[config.mk]
export PLATFORM = sky130hd
export DESIGN_NAME = fallthru_fifo
export DESIGN_NICKNAME = d
export VERILOG_FILES = /design/src/rtl/fallthru_pkg.sv /design/src/rtl/ft_store.sv /design/src/rtl/ft_in_port.sv /design/src/rtl/ft_out_port.sv /design/src/rtl/fallthru_fifo.sv
export SDC_FILE = /design/constraint.sdc
export NUM_CORES = 1
export LEC_CHECK = 0
export ABC_CLOCK_PERIOD_IN_PS = 4450
export BUFFER_PORTS_ARGS = -buffer_cell sky130_fd_sc_hd__buf_2
export CAP_MARGIN = 20
export CORE_ASPECT_RATIO = 1.4
export CORE_MARGIN = 1
export CORE_UTILIZATION = 26
export DETAILED_ROUTE_END_ITERATION = 10
export PLACE_DENSITY = 0.36
export SYNTH_ARGS = -nofsm -noshare
export SYNTH_HDL_FRONTEND = slang
export SYNTH_HIERARCHICAL = 1
export SYNTH_SLANG_ARGS = --single-unit
[constraint.sdc]
create_clock -name clk -period 4.45 [get_ports clk]
set_clock_uncertainty 0.05 [all_clocks]
set_input_delay 0.89 -clock clk [delete_from_list [all_inputs] [get_ports clk]]
set_output_delay 0.89 -clock clk [all_outputs]
set_load 0.02 [all_outputs]
[src/rtl/fallthru_pkg.sv]
package fallthru_pkg;
  typedef enum logic [1:0] {
    OUT_IDLE   = 2'd0,
    OUT_SETTLE = 2'd1,
    OUT_SHOW   = 2'd2
  } out_state_e;
endpackage

[src/rtl/ft_store.sv]
module ft_store #(
  parameter int WIDTH = 4,
  parameter int DEPTH = 64
) (
  input  logic             clk,
  input  logic             rst_n,
  input  logic             push,
  input  logic [WIDTH-1:0] push_data,
  input  logic             pop,
  output logic [WIDTH-1:0] pop_data,
  output logic             full,
  output logic             empty
);
  localparam int AW = (DEPTH > 1) ? $clog2(DEPTH) : 1;
  localparam int CW = $clog2(DEPTH + 1);

  logic [WIDTH-1:0] mem [DEPTH];
  logic [AW-1:0]    wr_ptr, rd_ptr, wr_nx, rd_nx;
  logic [CW-1:0]    count;

  generate
    if (DEPTH == (1 << AW)) begin : g_pow2
      assign wr_nx = wr_ptr + AW'(1);
      assign rd_nx = rd_ptr + AW'(1);
    end else begin : g_wrap
      assign wr_nx = (wr_ptr == AW'(DEPTH - 1)) ? '0 : wr_ptr + AW'(1);
      assign rd_nx = (rd_ptr == AW'(DEPTH - 1)) ? '0 : rd_ptr + AW'(1);
    end
  endgenerate

  assign full     = (count == CW'(DEPTH));
  assign empty    = (count == '0);
  assign pop_data = mem[rd_ptr];

  always_ff @(posedge clk) begin
    if (push) mem[wr_ptr] <= push_data;
  end

  always_ff @(posedge clk or negedge rst_n) begin
    if (!rst_n) begin
      wr_ptr <= '0;
      rd_ptr <= '0;
      count  <= '0;
    end else begin
      if (push) wr_ptr <= wr_nx;
      if (pop)  rd_ptr <= rd_nx;
      case ({push, pop})
        2'b10:   count <= count + CW'(1);
        2'b01:   count <= count - CW'(1);
        default: count <= count;
      endcase
    end
  end

  // the write side never pushes into a full store
  p_no_overflow_r3: assert property (@(posedge clk) disable iff (!rst_n)
    push |-> !full);

  // the output stage never pulls from an empty store
  p_no_underflow_r4: assert property (@(posedge clk) disable iff (!rst_n)
    pop |-> !empty);
endmodule

[src/rtl/ft_in_port.sv]
module ft_in_port (
  input  logic clk,
  input  logic rst_n,
  input  logic shift_in,
  input  logic full,
  input  logic pop,
  output logic push,
  output logic in_ready
);
  logic si_q;

  assign push = shift_in && !si_q && in_ready;

  always_ff @(posedge clk or negedge rst_n) begin
    if (!rst_n) begin
      si_q     <= 1'b0;
      in_ready <= 1'b1;
    end else begin
      si_q     <= shift_in;
      in_ready <= !push && (shift_in ? in_ready : 1'b1) && !(full && !pop);
    end
  end

  // an accepted write drops the ready flag
  p_ir_drop_r2: assert property (@(posedge clk) disable iff (!rst_n)
    push |=> !in_ready);

  // a low ready flag stays low while the strobe is still high
  p_ir_wait_low_r9: assert property (@(posedge clk) disable iff (!rst_n)
    (!in_ready && shift_in) |=> !in_ready);
endmodule

[src/rtl/ft_out_port.sv]
module ft_out_port
  import fallthru_pkg::*;
#(
  parameter int WIDTH = 4
) (
  input  logic             clk,
  input  logic             rst_n,
  input  logic             shift_out,
  input  logic             have_word,
  input  logic [WIDTH-1:0] pop_data,
  output logic             pop,
  output logic [WIDTH-1:0] out_data,
  output logic             out_ready
);
  out_state_e state;
  logic       so_q;
  logic       spent;
  logic       take;

  assign take      = (state == OUT_SHOW) && so_q;
  assign pop       = (state == OUT_IDLE) && have_word && !spent;
  assign out_ready = (state == OUT_SHOW);

  always_ff @(posedge clk or negedge rst_n) begin
    if (!rst_n) begin
      state    <= OUT_IDLE;
      so_q     <= 1'b0;
      spent    <= 1'b0;
      out_data <= '0;
    end else begin
      so_q <= shift_out;
      if (take)            spent <= shift_out;
      else if (!shift_out) spent <= 1'b0;
      case (state)
        OUT_IDLE: if (pop) begin
          out_data <= pop_data;
          state    <= OUT_SETTLE;
        end
        OUT_SETTLE: state <= OUT_SHOW;
        OUT_SHOW:   if (take) state <= OUT_IDLE;
        default:    state <= OUT_IDLE;
      endcase
    end
  end

  // data changes only with the flag low on both sides of the edge
  p_data_under_low_flag_r5: assert property (@(posedge clk) disable iff (!rst_n)
    (out_data != $past(out_data)) |-> (!out_ready && !$past(out_ready)));

  // the flag rises on already-settled data
  p_flag_on_stable_r5: assert property (@(posedge clk) disable iff (!rst_n)
    $rose(out_ready) |-> $stable(out_data));

  // with the read strobe already high, the flag lasts one cycle
  p_flag_pulse_r8: assert property (@(posedge clk) disable iff (!rst_n)
    (out_ready && so_q) |=> !out_ready);

  // without a load the last word is held
  p_hold_word_r7: assert property (@(posedge clk) disable iff (!rst_n)
    (!out_ready && !pop) |=> $stable(out_data));
endmodule

[src/rtl/fallthru_fifo.sv]
module fallthru_fifo #(
  parameter int WIDTH = 4,
  parameter int DEPTH = 64
) (
  input  logic             clk,
  input  logic             rst_n,
  input  logic [WIDTH-1:0] in_data,
  input  logic             shift_in,
  output logic             in_ready,
  output logic [WIDTH-1:0] out_data,
  input  logic             shift_out,
  output logic             out_ready
);
  logic             push, pop, full, empty;
  logic [WIDTH-1:0] head;

  ft_in_port u_in (
    .clk      (clk),
    .rst_n    (rst_n),
    .shift_in (shift_in),
    .full     (full),
    .pop      (pop),
    .push     (push),
    .in_ready (in_ready)
  );

  ft_store #(.WIDTH(WIDTH), .DEPTH(DEPTH)) u_store (
    .clk       (clk),
    .rst_n     (rst_n),
    .push      (push),
    .push_data (in_data),
    .pop       (pop),
    .pop_data  (head),
    .full      (full),
    .empty     (empty)
  );

  ft_out_port #(.WIDTH(WIDTH)) u_out (
    .clk       (clk),
    .rst_n     (rst_n),
    .shift_out (shift_out),
    .have_word (!empty),
    .pop_data  (head),
    .pop       (pop),
    .out_data  (out_data),
    .out_ready (out_ready)
  );
endmodule

==> reports/qor.yml, run 1 <==
timing:
  fin_crit_sh_pct: 87.7
  fmaxAchievable_ghz: 0.256
  tns_ns: 0
  min_period_ns: 3.90
  finalHoldViolCount: 0
  tightest_slew_ns: 0.991
  finalSetupViolCount: 0
  rsz0062_at_grt: "false"
  finalMaxSlewViolations: 0
  relSlewSlack_pct: 33.7
layout:
  antennaDiodeCount: 0
  fillerInstances: 4328
  multi_input_area_sq_um: 3020
  nets: 700
  drive_gt1_share_pct: 20.2
  regArea_sq_um: 8420
  area_growth_pct: 13.8
  utilization_pct: 30.1
logic_synthesis:
  synth_ff_type: "edfxtp_1"
  yosysMostFrequentCell: "edfxtp_1"
  synth_fp_nets: 681
  synth_commonest_cells: "256 x edfxtp_1, 82 x nor2_1, 49 x mux4_2, 39 x mux2i_1, 28 x dfrtp_1"
  yosysUniqueCellTypes: 57
  synth-async-reset-ratio_pct: 10.2
  yosys.area.top_type_share_pct: 65.8
  synth_area_leaders: "edfxtp_1 66%, mux4_2 9.4%, dfrtp_1 6.0%, mux2i_1 3.3%, nor2_1 2.6%"
  ys_seq_area_share_pct: 72.0
  yosysTopAreaCell: "edfxtp_1"
  synth_area_sq_um: 11700
  syn_area_per_cell_sq_um: 17.5
  synth_enable_flop_cells: 256
  yosys_warnings: 6
  synthCells: 668
  ys_ff_latch: 285
clock_network:
  postCtsSetupBuffers: 0
  clkLatencyLatePin_ns: 0.55
  clk_pin_slew_ns: 0.07
  htreeDepth: 1
  cts_made_buffers: 28
  ctsLongestPathBuffers: 3
  cts_resized: 0
  clock-sinks: 285
  cts_tree: "done"
  cts_root_buffer: "clkbuf_16"
  cts_hold_buf: 0
placed_design:
  routabilityCongestion: 0.769
  dp_hpwl_um: 19000
  io_buffers: 13
critical_path:
  reg2reg_slack_ns: 0.55
  slowest_delay_ns: 0.80
  crit_top_cell: "ha_1"
  worst-r2r-cell-count: 13
  path_cells: "or3_1, or4_1, nor2_1, inv_1, nor4b_4, ha_1, xor2_1, ha_1, and3b_1, o21ai_0, a21boi_0, nor4_1, xnor2_1"
  crit_path_top_delay_cell: "nor4b_4"
  worst-setup-path-type: "reg2reg"
  r2r_start: "u_store/count[2]"
  crit_arrival_ns: 4.34
  critPathMaxFanout: 13
  cp-start-kind: "register"
  cp-end-kind: "register"
  required_ns: 4.89
  r2r-end: "u_store/count[6]"
detailed_routing:
  viasPerCell: 4.69
  wl_per_cell_um: 23.3
  drc: 0
  ant_nets: 0
  drt_first_pass_iters: 5
  vias: 5938
  routed_wl_um: 29500
  drtIter0Drc: 335
die:
  fp.dieH_um: 253
  rows: 91
  initial_utilization_pct: 26.4
  core_sq_um: 44200
  die_w_um: 181
  ios: 14
  dieArea_sq_um: 45800
global_route:
  grt_usage_pct: 13.1
  grt_first_pass_wirelength_um: 43500
  grt_max_degree: 65
  grt_overflow: 0
  grt_pass1_vias: 6422
  antenna_found_initial: 0
run_status:
  status: "finished, final reports clean"
pwr:
  vdd_drop_max_mv: 0.320
  power.leakage_uw: 0.00427
  finalPower_uw: 8030
  p_per_area_nw_per_um2: 604
worst_hold_path:
  hp-class: "in2async"
run:
  drv_cap: 0
==> power breakdown <==
group          internal [uW]  total, uW  switching [uW]
clock network           1410       2420            1010
registers               3060       3380             320
logic                   1010       2220            1220
total                   5480       8030            2550
==> cells in the final DEF (no fill, tap or decap), drive strengths merged, types with 2 or more instances in the layout <==
cell type	n
a211oi	7
mux2i	39
inv	6
a21oi	11
o21ai	13
mux4	49
buf	28
clkinv	14
nor4b	2
mux2	8
o221ai	3
xnor2	8
o21a	2
nand3	10
nor4	2
and4	2
edfxtp	256
nand2b	4
bufinv	4
clkbuf	31
nor2	82
a22oi	6
or3	2
nand3b	3
and3b	3
ha	5
xor2	10
nand2	18
nor3b	2
or3b	2
o22ai	10
nand4	4
dfrtp	28
a22o	2
or2	2
nor3	6
a2111oi	2
nor2b	6
and2	4
==> worst max-delay path, delay by kind of cell, from the launching register on <==
family	cells	cell delay, ns
compound gates	2	0.39
xor+xnor	2	0.29
fa+ha+maj	2	0.81
buf+inv	1	0.06
flops	1	0.51
simple gates	6	1.72
==> how the worst max path moves through the flow <==
stage                                start                to  cells past startpoint
after floorplan           u_store/count[2]  u_store/count[6]                     15
after global placement    u_store/count[2]  u_store/count[6]                     13
after detailed placement  u_store/count[2]  u_store/count[6]                     13
after CTS                 u_store/count[2]  u_store/count[6]                     13
after global routing      u_store/count[2]  u_store/count[6]                     13
final                     u_store/count[2]  u_store/count[6]                     13
==> cell families (layout without fill, tap and decap cells) <==
family          after synthesis  after routing  share of synthesized area, %
compound gates               64             64                          3.89
xor+xnor                     18             18                          1.35
fa+ha+maj                     5              5                         0.536
buf+inv                      44             84                          2.07
flops                       285            285                          72.0
mux                          96             96                          13.6
simple gates                156            156                          6.55
==> registers in the layout, indices dropped and copies added (netlist names) <==
register and count:
u_in/in_ready 1, u_in/si_q 1, u_out/out_data 4, u_out/so_q 1
u_out/spent 1, u_out/state 2, u_store/count 7, u_store/mem 256
u_store/rd_ptr 6, u_store/wr_ptr 6
==> routing by layer <==
layer  global-route usage, %  wire, um
met1                    14.6     11100
met2                    25.3     16200
met3                    1.58      1090
met4                    5.18      1010
met5                       0         0
==> through the flow <==
stage / hold slack (ns) / worst slack (ns) / cell area [sq um] / cells
after floorplan: 0.424 / 0.975 / 11700 / 668
after global placement: 0.419 / 0.737 / 12400 / 1215
after detailed placement: 0.428 / 0.571 / 12400 / 1215
after CTS: 0.353 / 0.554 / 13300 / 1266
after global routing: 0.384 / 0.206 / 13300 / 1266
final: 0.350 / 0.550 / 13300 / 1266
==> cell type report <==
cell class	instances	share of cell area [%]
multi-input cells	339	22.7
well taps	558	5.25
clock inverters	20	1.49
flip-flops and latches	285	63.3
inverters	5	0.141
repair buffers	28	1.52
clock buffers	31	5.52
No activity file was read; power rests on OpenSTA's default activity.
==> inputs of run 2 (changes only) <==
Settings changed: ABC_AREA set to 1.
==> run 2 against run 1 <==
Register-to-register slack better by 0.87 ns. Flip-flop and latch count unchanged. Routed wire length increased by 19%. Setup slack better by 0.87 ns. Via count increased by 40%. Cell area is 7.4% higher. Sequential power decreased by 2%. Global-route usage rose by 1.5 points. Die area grew 7.2%. Synthesized cell count rose by 85%. Critical path depth grew 8. Worst hold slack got worse by 0.022 ns. Critical path type unchanged. Largest power group unchanged.
==> reports/qor.yml, run 2 <==
run_status:
  status: "finished, final reports clean"  # unchanged
critical_path:
  cp-end-kind: "register"  # unchanged
  path_cells: "nor2_1, nand3_1, nor3_1, inv_1, inv_1, nor2_4, nand2_4, inv_1, ha_1, inv_2, nand2_1, nand2_1, inv_1, ha_1, inv_1, nand2_1, nand3_1, o21ai_1, or2_2, nand3_1, o21ai_1"  # was or3_1, or4_1, nor2_1, inv_1, nor4b_4, ha_1, xor2_1, ha_1, and3b_1, o21ai_0, a21boi_0, nor4_1, xnor2_1
  path_delay_family: "simple AND/OR/NAND/NOR gates"  # unchanged
  slowest_delay_ns: 0.44  # was 0.80 ns
  r2r_start: "u_store/count[0]"  # was u_store/count[2]
  r2r-end: "u_store/count[4]"  # was u_store/count[6]
  required_ns: 4.86  # was 4.89 ns
  crit_top_cell: "inv_1"  # was ha_1
  cp_num_buf_inv: 6  # was 1
  crit_arrival_ns: 3.44  # was 4.34 ns
  cp-start-kind: "register"  # unchanged
  crit_path_top_delay_cell: "dfrtp_1"  # was nor4b_4
  worst-r2r-cell-count: 21  # was 13
  worst-setup-path-type: "reg2reg"  # unchanged
  path_depth: 21  # was 13
  reg2reg_slack_ns: 1.42  # was 0.55 ns
  critPathMaxFanout: 8  # was 13
clock_network:
  clk_pin_slew_ns: 0.07  # about the same
  cts_resized: 0  # unchanged
  postCtsSetupBuffers: 0  # unchanged
  cts_made_buffers: 30  # was 28
  htreeDepth: 1  # unchanged
  cts_root_buffer: "clkbuf_16"  # unchanged
  cts_hold_buf: 0  # unchanged
  clkLatencyLatePin_ns: 0.57  # was 0.55 ns
  cts_tree: "done"  # unchanged
  clock-sinks: 285  # unchanged
  ctsLongestPathBuffers: 3  # unchanged
die:
  initial_utilization_pct: 26.5  # was 26.4%
  rows: 94  # was 91
  core_sq_um: 47300  # was 44200 sq um
  ios: 14  # unchanged
  fp.dieH_um: 262  # was 253 um
  die_w_um: 188  # was 181 um
  dieArea_sq_um: 49100  # was 45800 sq um
layout:
  final_area_sq_um: 14300  # was 13300 sq um
  final_cell_mix: "413 x nand2_1, 256 x edfxtp_1, 163 x nand3_1"  # was 256 x edfxtp_1, 82 x nor2_1, 49 x mux4_2
  regMostFlops: "u_store/mem"  # unchanged
  multi_input_area_sq_um: 3360  # was 3020 sq um
  regArea_sq_um: 8420  # unchanged
  largest_reg_flops: 256  # unchanged
  area_growth_pct: 13.9  # was 13.8%
  fillerInstances: 5011  # was 4328
  nets: 1257  # was 700
  drive_gt1_share_pct: 7.18  # was 20.2%
  antennaDiodeCount: 0  # unchanged
  final_common_cell: "nand2_1"  # was edfxtp_1
  top_regs: "u_store/mem x256, u_store/count x7"  # unchanged
timing:
  timing.final.ws_setup_ns: 1.42  # was 0.550 ns
  fin_crit_sh_pct: 68.2  # was 87.7%
  finalHoldViolCount: 0  # unchanged
  tightest_slew_ns: 1.01  # was 0.991 ns
  finalMaxSlewViolations: 0  # unchanged
  relSlewSlack_pct: 32.2  # was 33.7%
  min_period_ns: 3.03  # was 3.90 ns
  fmaxAchievable_ghz: 0.330  # was 0.256 GHz
  rsz0062_at_grt: "false"  # unchanged
  finalSetupViolCount: 0  # unchanged
  tns_ns: 0  # unchanged
detailed_routing:
  drc: 0  # unchanged
  vias: 8301  # was 5938
  routed_wl_um: 35100  # was 29500 um
  drtIter0Drc: 453  # was 335
  drt_first_pass_iters: 4  # was 5
  viasPerCell: 4.39  # was 4.69
  ant_nets: 0  # unchanged
  wl_per_cell_um: 18.5  # was 23.3 um
placed_design:
  dp_hpwl_um: 22100  # was 19000 um
  detailedPlace.worstSlack_ns: 0.943  # was 0.571 ns
  io_buffers: 13  # unchanged
  placed_cell_area_sq_um: 13200  # was 12400 sq um
  routabilityCongestion: 0.754  # was 0.769
logic_synthesis:
  synth_ff_type: "edfxtp_1"  # unchanged
  synth-async-reset-ratio_pct: 10.2  # unchanged
  ys_seq_area_share_pct: 67.2  # was 72.0%
  synth_enable_flop_cells: 256  # unchanged
  ys_ff_latch: 285  # unchanged
  syn_area_per_cell_sq_um: 10.1  # was 17.5 sq um
  yosysTopAreaCell: "edfxtp_1"  # unchanged
  synth_area_sq_um: 12500  # was 11700 sq um
  yosysMostFrequentCell: "nand2_1"  # was edfxtp_1
  synth_fp_nets: 1248  # was 681
  yosysUniqueCellTypes: 32  # was 57
  yosys.area.top_type_share_pct: 61.4  # was 65.8%
  synth_area_leaders: "edfxtp_1 61%, nand2_1 12%, nand3_1 6.5%, dfrtp_1 5.6%, inv_1 3.5%"  # was edfxtp_1 66%, mux4_2 9.4%, dfrtp_1 6.0%, mux2i_1 3.3%, nor2_1 2.6%
  yosys_warnings: 6  # unchanged
  synth_commonest_cells: "413 x nand2_1, 256 x edfxtp_1, 163 x nand3_1, 117 x inv_1, 115 x nor2_1"  # was 256 x edfxtp_1, 82 x nor2_1, 49 x mux4_2, 39 x mux2i_1, 28 x dfrtp_1
  synthCells: 1235  # was 668
global_route:
  grt_first_pass_wirelength_um: 53700  # was 43500 um
  grt_pass1_vias: 8796  # was 6422
  grt_usage_pct: 14.6  # was 13.1%
  grt_overflow: 0  # unchanged
  grt_max_degree: 148  # was 65
  antenna_found_initial: 0  # unchanged
pwr:
  p_per_area_nw_per_um2: 624  # was 604 nW/um^2
  vdd_drop_max_mv: 0.366  # was 0.320 mV
  finalPower_uw: 8910  # was 8030 uW
  power.leakage_uw: 0.00559  # was 0.00427 uW
run:
  drv_cap: 0  # unchanged
worst_hold_path:
  hp-class: "in2async"  # unchanged
[run 2: cell count changes after synthesis, sizes merged, moves of 12 or more]
cell,delta
nand3,+153
inv,+118
o211ai,+12
buf,+24
nand2,+396
mux4,-49
nor2,+35
mux2i,-39
[run 2: cell families (layout without fill, tap and decap cells)]
family / Yosys count / count (layout) / share of synthesized area (%)
AO/OA/AOI/OAI: 49 / 49 / 2.28
XOR/XNOR: 10 / 10 / 0.699
adder cells (fa/ha/maj): 5 / 5 / 0.499
buffers and inverters: 177 / 210 / 6.06
flip-flops: 285 / 285 / 67.2
AND/OR/NAND/NOR: 709 / 709 / 23.3
[run 2: layout make-up]
| cell class | instances | area share, % |
|---|---|---|
| inverter | 124 | 3.27 |
| multi-input combinational | 773 | 23.5 |
| clock buffer | 40 | 5.81 |
| sequential | 285 | 59.0 |
| timing repair buffer | 30 | 1.52 |
| clock inverter | 16 | 1.45 |
| tap | 624 | 5.47 |
[run 2: layer usage]
layer / routed length [um] / share of wire [%] / global-route usage (%)
met4: 686 / 2.0 / 4.52
met2: 18600 / 53 / 27.7
met1: 15000 / 43 / 17.4
met3: 773 / 2.2 / 1.39
met5: 0 / 0 / 0
[run 2: worst max path at each step]
stage | startpoint | endpoint | slack (ns)
2_1_floorplan | shift_in | u_store/count[4] | 1.65
3_5_place_dp | shift_in | u_store/count[4] | 0.94
4_1_cts | u_store/count[0] | u_store/count[4] | 1.28
6_report | u_store/count[0] | u_store/count[4] | 1.42
5_1_grt | u_store/count[0] | u_store/count[4] | 0.97
3_3_place_gp | shift_in | u_store/count[4] | 0.98
[run 2: where the power goes]
group,internal (uW),switching [uW]
registers,3070,250
logic,854,2110
clock network,1590,1040
total,5520,3390
[run 2: metrics by stage]
step	cells	hold slack (ns)	utilization [%]
finish	1892	0.328	30.2
global route	1892	0.376	30.2
CTS	1892	0.333	30.2
detailed placement	1836	0.408	28.0
global placement	1836	0.407	28.0
floorplan	1235	0.386	-
==> inputs of run 3 (changes only) <==
Settings changed: ABC_CLOCK_PERIOD_IN_PS 4450 to 2500, PLACE_DENSITY 0.36 to 0.37.
Clock period 4.45 ns to 2.5 ns, I/O delays scaled along.
==> run 3 against run 2 <==
Utilization is 1.2 points higher. Non-clock buffer count is 43 higher. Maximum frequency is 29% higher. Routed wire length is 0.33% lower. Die area stayed put. Via count is 2.8% higher. First-iteration DRC count is 5.5% higher. Clock-buffer cell count is 6 lower. Setup slack worse by 1.3 ns. Sequential share of layout area is 2.2 points lower. Cell area is 3.8% higher. Critical path type unchanged. Largest cell class unchanged.
==> reports/qor.yml, run 3 (same netlist as run 2, synthesis figures left out) <==
run_status:
  status: "finished, final reports clean"  # unchanged
critical_path:
  slowest_delay_ns: 0.54  # was 0.44 ns
  cp-end-kind: "register"  # unchanged
  path_cells: "nand2_1, nor2_1, inv_1, nor2_1, nand2_1, buf_4, nor2_1"  # was nor2_1, nand3_1, nor3_1, inv_1, inv_1, nor2_4, nand2_4, inv_1, ha_1, inv_2, nand2_1, nand2_1, inv_1, ha_1, inv_1, nand2_1, nand3_1, o21ai_1, or2_2, nand3_1, o21ai_1
  path_delay_family: "simple AND/OR/NAND/NOR gates"  # unchanged
  cp_num_buf_inv: 2  # was 6
  reg2reg_slack_ns: 0.14  # was 1.42 ns
  worstSetupStartpoint: "u_in/in_ready"  # was u_store/count[0]
  crit_top_cell: "nor2_1"  # was inv_1
  critPathMaxFanout: 5  # was 8
  r2r_start: "u_in/in_ready"  # was u_store/count[0]
  worst-setup-path-type: "reg2reg"  # unchanged
  crit_arrival_ns: 2.50  # was 3.44 ns
  required_ns: 2.64  # was 4.86 ns
  cp-start-kind: "register"  # unchanged
  crit_path_top_delay_cell: "dfstp_2"  # was dfrtp_1
placed_design:
  routabilityCongestion: 0.771  # was 0.754
  dp_cells: 1873  # was 1836
  dp_hpwl_um: 21800  # was 22100 um
  io_buffers: 13  # unchanged
  placed_cell_area_sq_um: 13700  # was 13200 sq um
layout:
  top_regs: "u_store/mem x256, u_store/count x7"  # unchanged
  antennaDiodeCount: 0  # unchanged
  largest_reg_flops: 256  # unchanged
  fillerInstances: 4948  # was 5011
  final_area_sq_um: 14800  # was 14300 sq um
  regMostFlops: "u_store/mem"  # unchanged
  nets: 1301  # was 1257
  finalNonFillerCells: 1936  # was 1892
  final_common_cell: "nand2_1"  # unchanged
  area_growth_pct: 18.3  # was 13.9%
  final_cell_mix: "409 x nand2_1, 256 x edfxtp_1, 160 x nand3_1"  # was 413 x nand2_1, 256 x edfxtp_1, 163 x nand3_1
  drive_gt1_share_pct: 12.0  # was 7.18%
pwr:
  vdd_drop_max_mv: 0.638  # was 0.366 mV
  power.leakage_uw: 0.00586  # was 0.00559 uW
  p_per_area_nw_per_um2: 1120  # was 624 nW/um^2
detailed_routing:
  drc: 0  # unchanged
  viasPerCell: 4.41  # was 4.39
  drt_first_pass_iters: 6  # was 4
  vias: 8536  # was 8301
  wl_per_cell_um: 18.1  # was 18.5 um
  drtIter0Drc: 478  # was 453
  ant_nets: 0  # unchanged
  routed_wl_um: 35000  # was 35100 um
global_route:
  met1_usage_pct: 17.3  # was 17.4%
  grt_usage_pct: 14.4  # was 14.6%
  gr-max-usage-layer: "met2"  # unchanged
  grt_max_degree: 87  # was 148
  grt_pass1_vias: 8747  # was 8796
  antenna_found_initial: 0  # unchanged
  grt_overflow: 0  # unchanged
  grt_first_pass_wirelength_um: 53500  # was 53700 um
  use_met3_pct: 1.60  # was 1.39%
  gr-usage-met2_pct: 27.3  # was 27.7%
clock_network:
  ctsLongestPathBuffers: 3  # unchanged
  clock-sinks: 285  # unchanged
  cts_root_buffer: "clkbuf_16"  # unchanged
  htreeDepth: 1  # unchanged
  cts_tree: "done"  # unchanged
  clkLatencyLatePin_ns: 0.57  # about the same
  cts_made_buffers: 31  # was 30
  clk_pin_slew_ns: 0.06  # was 0.07 ns
die:
  initial_utilization_pct: 26.5  # unchanged
  core_sq_um: 47300  # unchanged
  die_w_um: 188  # unchanged
  dieArea_sq_um: 49100  # unchanged
  rows: 94  # unchanged
  fp.dieH_um: 262  # unchanged
  ios: 14  # unchanged
timing:
  fmaxAchievable_ghz: 0.424  # was 0.330 GHz
  min_period_ns: 2.36  # was 3.03 ns
  finalHoldViolCount: 0  # unchanged
  tns_ns: 0  # unchanged
  hold_slack_ns: 0.0314  # was 0.328 ns
  fin_crit_sh_pct: 94.4  # was 68.2%
  relSlewSlack_pct: 52.0  # was 32.2%
  finalSetupViolCount: 0  # unchanged
  finalMaxSlewViolations: 0  # unchanged
  tightest_slew_ns: 0.720  # was 1.01 ns
worst_hold_path:
  hold_start: "shift_in"
  hp-class: "in2reg"  # was in2async
run:
  drv_cap: 0  # unchanged
[run 3: per-stage QoR]
step	setup WS, ns	utilization, %	power [uW]
2_1_floorplan	0.0416	-	9670
3_3_place_gp	-0.00435	28.9	11800
3_5_place_dp	-0.0229	28.9	11800
4_1_cts	0.0219	31.2	16700
5_1_grt	-0.0238	31.4	17700
6_report	0.141	31.4	16600
[run 3: where the power goes]
part	total (uW)	switching, uW	leakage, uW	internal [uW]
sequential	5710	249	0.00265	5460
combinational	6060	4120	0.00268	1940
clock	4810	1900	0.000534	2900
total	16600	6270	0.00586	10300
[run 3: area by class of cell]
class,count,area (sq um),area share [%]
flip-flops and latches,285,8420,56.8
multi-input cells,773,3430,23.1
clock buffers,34,797,5.38
well taps,624,781,5.27
repair buffers,73,662,4.46
inverters,124,472,3.18
clock inverters,23,264,1.78
[run 3: per-layer routing]
metal	routed length (um)	share of wire [%]
met3	910	2.6
met1	15100	43
met5	0	0
met2	18400	53
met4	605	1.7
[run 3: what timing repair did]
action | CTS | global route
buffers inserted | 0 | 4
pin swaps | 1 | 7
cloned | 0 | 0
hold buffers | 2 | 0
hold endpoints to repair | 29 | 0
resized for setup | 2 | 18
setup endpoints to repair | 1 | 4
[run 3: worst paths after layout]
check	end	cells past startpoint
max	u_store/mem[56][1]	7
min in group asynchronous	u_out/out_data[0]	2
min reg2reg	u_out/state[1]	1
min	u_in/si_q	1
max in group asynchronous	u_store/rd_ptr[0]	2
max reg2reg	u_store/mem[56][1]	7
[run 3: worst register-to-register path, cell delays in order, from the launching register on]
cell	delay, ns
dfstp_2	0.54
nand2_1	0.05
nor2_1	0.15
inv_1	0.18
nor2_1	0.28
nand2_1	0.18
buf_4	0.19
nor2_1	0.38
